$ cat config.mk
export PLATFORM = sky130hd
export DESIGN_NAME = trig_eq_eval
export DESIGN_NICKNAME = d
export VERILOG_FILES = /design/src/rtl/trig_eq_pkg.sv /design/src/rtl/trig_eq_ctrl.sv /design/src/rtl/trig_eq_dp.sv /design/src/rtl/trig_eq_eval.sv
export SDC_FILE = /design/constraint.sdc
export NUM_CORES = 2
export LEC_CHECK = 0
export BUFFER_PORTS_ARGS = -buffer_cell sky130_fd_sc_hd__buf_2
export CAP_MARGIN = 40
export CORE_MARGIN = 4
export CORE_UTILIZATION = 60
export DETAILED_ROUTE_END_ITERATION = 10
export HOLD_SLACK_MARGIN = 0.1
export PLACE_DENSITY = 0.78
export RECOVER_POWER = 100
export SKIP_CTS_REPAIR_TIMING = 1
export SYNTH_ARGS = -nofsm -noshare
export SYNTH_HDL_FRONTEND = slang
export SYNTH_SLANG_ARGS = --single-unit
$ cat constraint.sdc
create_clock -name clk -period 20.4 [get_ports clk]
set_input_delay 0 -clock clk [delete_from_list [all_inputs] [get_ports clk]]
set_output_delay 0 -clock clk [all_outputs]
set_load 0.02 [all_outputs]
$ cat src/rtl/trig_eq_pkg.sv
package trig_eq_pkg;
  // strobes from control to datapath
  typedef struct packed {
    logic loadPend;
    logic applyCfg;
    logic finalValid;
  } trig_ctrl_t;
endpackage

$ cat src/rtl/trig_eq_ctrl.sv
module trig_eq_ctrl
  import trig_eq_pkg::*;
#(
  parameter int LAT = 28
) (
  input  logic       clk,
  input  logic       rstN,
  input  logic       inValid,
  input  logic       cfgLoad,
  output trig_ctrl_t strb,
  output logic       outValid
);
  logic [LAT-1:0] validPipe;
  logic           pendFlag;
  logic           applyNow;

  assign applyNow = pendFlag & ~inValid;

  always_ff @(posedge clk) begin
    if (!rstN) begin
      validPipe <= '0;
      pendFlag  <= 1'b0;
    end else begin
      validPipe <= {validPipe[LAT-2:0], inValid};
      if (cfgLoad)       pendFlag <= 1'b1;
      else if (applyNow) pendFlag <= 1'b0;
    end
  end

  always_comb begin
    strb.loadPend   = cfgLoad;
    strb.applyCfg   = applyNow;
    strb.finalValid = validPipe[LAT-2];
  end

  assign outValid = validPipe[LAT-1];
endmodule

$ cat src/rtl/trig_eq_dp.sv
module trig_eq_dp
  import trig_eq_pkg::*;
#(
  parameter int IN_W   = 16,
  parameter int WGT_W  = 12,
  parameter int FRAC_W = 8,
  parameter int SUM_W  = 28
) (
  input  logic             clk,
  input  logic             rstN,
  input  trig_ctrl_t       strb,
  input  logic [IN_W-1:0]  inTofTracks,
  input  logic [IN_W-1:0]  inFcalE,
  input  logic [IN_W-1:0]  inBcalE,
  input  logic [WGT_W-1:0] cfgWTof,
  input  logic [WGT_W-1:0] cfgWFcal,
  input  logic [WGT_W-1:0] cfgWRatio,
  input  logic [SUM_W-1:0] cfgThresh,
  output logic [WGT_W-1:0] actWTof,
  output logic [WGT_W-1:0] actWFcal,
  output logic [WGT_W-1:0] actWRatio,
  output logic [SUM_W-1:0] actThr,
  output logic             outTrig
);
  localparam int DEN_W  = IN_W + 1;
  localparam int NUM_W  = DEN_W + FRAC_W;
  localparam int QW     = NUM_W;
  localparam int PROD_W = IN_W + WGT_W;
  localparam int RP_W   = QW + WGT_W;
  localparam int T3_W   = RP_W - FRAC_W;
  localparam int SR_W   = T3_W + 1;
  localparam logic [SUM_W-1:0] SUM_MAX = '1;

  // pending and active settings
  logic [WGT_W-1:0] pendWTof, pendWFcal, pendWRatio;
  logic [SUM_W-1:0] pendThr;

  always_ff @(posedge clk) begin
    if (!rstN) begin
      pendWTof <= '0; pendWFcal <= '0; pendWRatio <= '0; pendThr <= '0;
      actWTof  <= '0; actWFcal  <= '0; actWRatio  <= '0; actThr  <= '0;
    end else begin
      if (strb.applyCfg) begin
        actWTof   <= pendWTof;
        actWFcal  <= pendWFcal;
        actWRatio <= pendWRatio;
        actThr    <= pendThr;
      end
      if (strb.loadPend) begin
        pendWTof   <= cfgWTof;
        pendWFcal  <= cfgWFcal;
        pendWRatio <= cfgWRatio;
        pendThr    <= cfgThresh;
      end
    end
  end

  // linear terms, formed at the input
  logic [PROD_W-1:0] termTof, termFcal;
  logic [PROD_W:0]   partRaw;
  logic [SUM_W-1:0]  partSat;
  logic [DEN_W-1:0]  numInt, denInt;

  always_comb begin
    termTof  = PROD_W'(inTofTracks) * PROD_W'(actWTof);
    termFcal = PROD_W'(inFcalE) * PROD_W'(actWFcal);
    partRaw  = {1'b0, termTof} + {1'b0, termFcal};
    partSat  = (partRaw > {{(PROD_W + 1 - SUM_W){1'b0}}, SUM_MAX}) ?
               SUM_MAX : partRaw[SUM_W-1:0];
    numInt   = {1'b0, inFcalE} + DEN_W'(1);
    denInt   = {1'b0, inBcalE} + DEN_W'(1);
  end

  // restoring divider pipeline, one quotient bit per stage
  logic [NUM_W-1:0] numS  [0:QW-1];
  logic [DEN_W-1:0] denS  [0:QW-1];
  logic [DEN_W-1:0] remS  [0:QW-1];
  logic [QW-1:0]    quoS  [0:QW];
  logic [SUM_W-1:0] partS [0:QW];
  logic [WGT_W-1:0] wRS   [0:QW];
  logic [SUM_W-1:0] thrS  [0:QW];

  always_ff @(posedge clk) begin
    numS[0]  <= {numInt, {FRAC_W{1'b0}}};
    denS[0]  <= denInt;
    remS[0]  <= '0;
    quoS[0]  <= '0;
    partS[0] <= partSat;
    wRS[0]   <= actWRatio;
    thrS[0]  <= actThr;
  end

  for (genvar k = 0; k < QW; k++) begin : g_div
    logic [DEN_W:0] trial;
    logic           take;
    assign trial = {remS[k], numS[k][NUM_W-1]};
    assign take  = trial >= {1'b0, denS[k]};

    always_ff @(posedge clk) begin
      quoS[k+1]  <= {quoS[k][QW-2:0], take};
      partS[k+1] <= partS[k];
      wRS[k+1]   <= wRS[k];
      thrS[k+1]  <= thrS[k];
    end

    if (k < QW - 1) begin : g_carry
      logic [DEN_W:0] diff;
      assign diff = trial - {1'b0, denS[k]};
      always_ff @(posedge clk) begin
        numS[k+1] <= numS[k] << 1;
        denS[k+1] <= denS[k];
        remS[k+1] <= take ? diff[DEN_W-1:0] : trial[DEN_W-1:0];
      end
    end
  end

  // ratio product, final sum, compare
  logic [RP_W-1:0]  ratioProd;
  logic [T3_W-1:0]  termRatio;
  logic [SR_W-1:0]  sumRaw;
  logic [SUM_W-1:0] sumSat, sumQ, thrQ;

  always_comb begin
    ratioProd = RP_W'(quoS[QW]) * RP_W'(wRS[QW]);
    termRatio = ratioProd[RP_W-1:FRAC_W];
    sumRaw    = {{(SR_W - SUM_W){1'b0}}, partS[QW]} + {1'b0, termRatio};
    sumSat    = (sumRaw > {{(SR_W - SUM_W){1'b0}}, SUM_MAX}) ?
                SUM_MAX : sumRaw[SUM_W-1:0];
  end

  always_ff @(posedge clk) begin
    sumQ <= sumSat;
    thrQ <= thrS[QW];
    if (!rstN) outTrig <= 1'b0;
    else       outTrig <= strb.finalValid & (thrQ >= sumQ);
  end
endmodule

$ cat src/rtl/trig_eq_eval.sv
module trig_eq_eval
  import trig_eq_pkg::*;
#(
  parameter int IN_W   = 16,
  parameter int WGT_W  = 12,
  parameter int FRAC_W = 8,
  parameter int SUM_W  = 28
) (
  input  logic             clk,
  input  logic             rstN,
  input  logic             inValid,
  input  logic [IN_W-1:0]  inTofTracks,
  input  logic [IN_W-1:0]  inFcalE,
  input  logic [IN_W-1:0]  inBcalE,
  input  logic             cfgLoad,
  input  logic [WGT_W-1:0] cfgWTof,
  input  logic [WGT_W-1:0] cfgWFcal,
  input  logic [WGT_W-1:0] cfgWRatio,
  input  logic [SUM_W-1:0] cfgThresh,
  output logic             outValid,
  output logic             outTrig
);
  // divider stages + input stage + sum stage + compare stage
  localparam int LAT = IN_W + 1 + FRAC_W + 3;

  trig_ctrl_t       strb;
  logic [WGT_W-1:0] actWTof, actWFcal, actWRatio;
  logic [SUM_W-1:0] actThr;

  trig_eq_ctrl #(.LAT(LAT)) uCtrl (
    .clk(clk), .rstN(rstN), .inValid(inValid), .cfgLoad(cfgLoad),
    .strb(strb), .outValid(outValid)
  );

  trig_eq_dp #(.IN_W(IN_W), .WGT_W(WGT_W), .FRAC_W(FRAC_W), .SUM_W(SUM_W)) uDp (
    .clk(clk), .rstN(rstN), .strb(strb),
    .inTofTracks(inTofTracks), .inFcalE(inFcalE), .inBcalE(inBcalE),
    .cfgWTof(cfgWTof), .cfgWFcal(cfgWFcal), .cfgWRatio(cfgWRatio),
    .cfgThresh(cfgThresh),
    .actWTof(actWTof), .actWFcal(actWFcal), .actWRatio(actWRatio),
    .actThr(actThr), .outTrig(outTrig)
  );
endmodule

==> flow_metrics.tcl <==
set metrics [dict create \
    status "finished with violations" \
    violations "max-capacitance violations, max-slew violations" \
    gp_congestion 0.9215 \
    async_reset_ff_share_pct 0 \
    p_seq_share_pct 45.6 \
    power_density_nw_per_um2 128.7 \
    grt_pass1_vias 71022 \
    critPathMostFrequentCell "fa_1" \
    slowest_delay_ps 1650 \
    clockBufferDepth 4 \
    final-hold-violation-count 0 \
    syn_to_final_growth_pct 14.16 \
    crit_arrival_ps 11150 \
    crit_family "compound AO/OA/AOI/OAI gates" \
    power.total_mw 17.00 \
    worst_pin_slew_ps 2950 \
    power.share.combinational_pct 20.0 \
    synth-xor-area-share_pct 2.862 \
    core-area_sq_um 191000 \
    synthAdderAreaFrac_pct 17.16 \
    nets 11936 \
    irDropWorstVdd_mv 0.08663 \
    switching_share_pct 27.65 \
    wl_mm 243.5 \
    crit_required_ps 21040 \
    hold_start "inTofTracks[1]" \
    p_clk_share_pct 34.4 \
    wire_per_inst_um 18.27 \
    synth_compound_area_share_pct 6.517 \
    clkTransAtPathRegs_ps 60 \
    die_w_um 447.1 \
    slew_violations 188 \
    synthesis.instances 10066 \
    rsz0062_at_grt "no" \
    cp-startpoint "uDp.quoS[1][230]" \
    final_cell_mix "dfxtp_1 (3293), inv_1 (1192), nand2_1 (1019), ha_1 (652), fa_1 (584)" \
    maxSlewHeadroom_pct -96.69 \
    ant_nets 0 \
    whs_path_depth 6 \
    cp_max_fo 27 \
    first_pass_iters 7 \
    r2r_end "uDp.sumQ[4]" \
    cts_buffers 313 \
    start_util_pct 60.58 \
    crit_cells 28 \
    synthSimpleGateAreaFrac_pct 9.344 \
    yosysWarnings 0 \
    p_int_mw 12.30 \
    p_sw_mw 4.701 \
    tns_ps 0 \
    rows 160 \
    final_common_cell "dfxtp_1" \
    antenna_found_initial 34 \
    r2r-start "uDp.quoS[1][230]" \
    cts_tree "yes" \
    drt_iter0_drc 4898 \
    syn_area_sq_um 115700 \
    ioPinCount 118 \
    synth_nets 11418 \
    synth_top_family_by_area "adder cells" \
    crit_buf_inv 3 \
    port_buffers 117 \
    worstSetupPathType "reg -> reg" \
    max_freq_ghz 0.09521 \
    h-tree-depth 5 \
    fin_skew_ps 96.87 \
    clock_sinks 3293 \
    fillers 13148 \
    synthDistinctLibCells 75 \
    cp_slowest_cell "mux2i_1" \
    ys_seq_area_share_pct 56.98 \
    dp_hpwl_mm 164.1 \
    synth.avg_cell_area_sq_um 11.49 \
    grt_max_degree 88 \
    r2r_cells 28 \
    cap_violations 3 \
    cts_root_buf "clkbuf_16" \
    grt_usage_pct 23.47 \
    grt_pass1_wl_mm 373.3 \
    route.detailed.drc 0 \
    die_y_um 447.1 \
    leakage_nw 60.13 \
    via_count 69791 \
    ys_ff_latch 3293 \
    fin_crit_sh_pct 51.49 \
    final-setup-viol-count 0 \
    synthFlopType "dfxtp_1" \
    synth_mux_area_share_pct 2.496 \
    insertion_delay_ps 940 \
    final.min_clock_period_ps 10500 \
    critPathCaptureType "flop" \
    dieArea_sq_um 199900 \
    grt-ovfl-total 0 \
    cp-endpoint "uDp.sumQ[4]" \
    min_path_type "in -> reg" \
    start_kind "flop" \
    synth_edf_count 0 \
    drive_gt1_share_pct 7.326 \
    reg2reg_slack_ps 9900 \
    vias_per_cell 5.237 \
]
[cells in the mapped netlist, types with 18 or more instances]
cell type	instances	area share [%]
nand3_1	76	0.33
dfxtp_1	3293	57
o41ai_1	27	0.20
or3_1	37	0.20
mux2_2	162	1.6
o211ai_1	22	0.14
o21a_1	47	0.30
nand4_1	87	0.47
fa_1	584	10
xor2_1	175	1.3
ha_1	652	7.1
nor2b_1	150	0.81
o21ai_0	356	1.5
a21boi_0	101	0.66
nor2_1	306	0.99
nand2_1	1019	3.3
mux2i_1	104	0.90
xnor2_1	203	1.5
a21oi_1	244	1.1
a211oi_1	49	0.32
nor4_1	33	0.18
o31ai_1	42	0.27
buf_1	18	0.058
a31oi_1	22	0.12
inv_1	1192	3.9
and2_1	262	1.4
a21o_1	129	0.84
clkbuf_1	199	0.65
nand2b_1	80	0.43
nor3_1	169	0.73
and3_1	26	0.14
[registers in the layout, indices dropped and copies added, names as in the netlist, 153 cells and up]
signal     count
uDp.wRS      312
uDp.numS     153
uDp.thrS     728
uDp.quoS     325
uDp.partS    728
uDp.denS     425
uDp.remS     408
[worst min path at each step]
stage                            endpoint  slack (ps)
after floorplan            uDp.denS[0][0]          60
after global placement     uDp.denS[0][0]         210
after detailed placement   uDp.denS[0][0]         210
after CTS                  uDp.denS[0][0]        -800
after global routing      uDp.partS[0][1]         130
final                     uDp.partS[0][1]         150
[power groups by stage]
stage                     Clock, mW  Combinational, mW  Sequential, mW
after floorplan                   0               2.66            7.62
after global placement            0               3.17            7.85
after detailed placement          0               3.30            7.87
after CTS                      5.96               3.37            7.76
after global routing           6.22               3.80            7.82
final                          5.84               3.41            7.75
[kinds of logic (layout without fill, tap and decap cells)]
logic type,count (synthesis),after routing
flip-flops,3293,3293
AND/OR/NAND/NOR,2295,2295
buffers and inverters,1425,2156
adder cells (fa/ha/maj),1236,1236
AO/OA/AOI/OAI,1172,1172
XOR/XNOR,378,378
multiplexers,267,267
other,0,18
[area by class of cell]
class | count | area (sq um) | area share (%)
antenna | 18 | 45.04 | 0.03410
clock buffer | 418 | 8869 | 6.715
clock inverter | 110 | 1560 | 1.181
inverter | 1197 | 4493 | 3.402
multi-input combinational | 5348 | 44400 | 33.62
sequential | 3293 | 65920 | 49.91
tap | 2511 | 3142 | 2.379
timing repair buffer | 431 | 3645 | 2.760
[per-stage QoR]
| step | util, % | std cells | hold WS, ps | instance area (sq um) | setup slack [ps] |
|---|---|---|---|---|---|
| 2_1_floorplan | - | 10066 | 56.52 | 115700 | 12430 |
| 4_1_cts | 67.84 | 13031 | -797.2 | 129600 | 11150 |
| 3_5_place_dp | 62.38 | 12503 | 213.4 | 119100 | 11180 |
| 6_report | 69.15 | 13326 | 147.9 | 132100 | 9897 |
| 5_1_grt | 69.15 | 13323 | 125.3 | 132100 | 8935 |
| 3_3_place_gp | 62.18 | 12484 | 208.8 | 118700 | 10900 |
[worst register-to-register path: cells and delay by family (launching register included)]
kind                       cells  cell delay, ps
AOI/OAI and AO/OA              9            3470
xor gates and xnor gates       1             130
adders and majority gates      7            3250
buffers and inverters          3             140
DFF                            1             670
muxes                          1            1660
and+or+nand+nor                7             960
[per-layer routing]
metal | vias to the layer above | track usage (%) | wire (um)
met2 | 2184 | 39.09 | 116000
met5 | - | 0 | 0
li1 | 33389 | - | -
met4 | 0 | 10.04 | 11740
met3 | 729 | 3.968 | 13850
met1 | 33489 | 30.37 | 101900
Power figures use the tool's default switching activity.
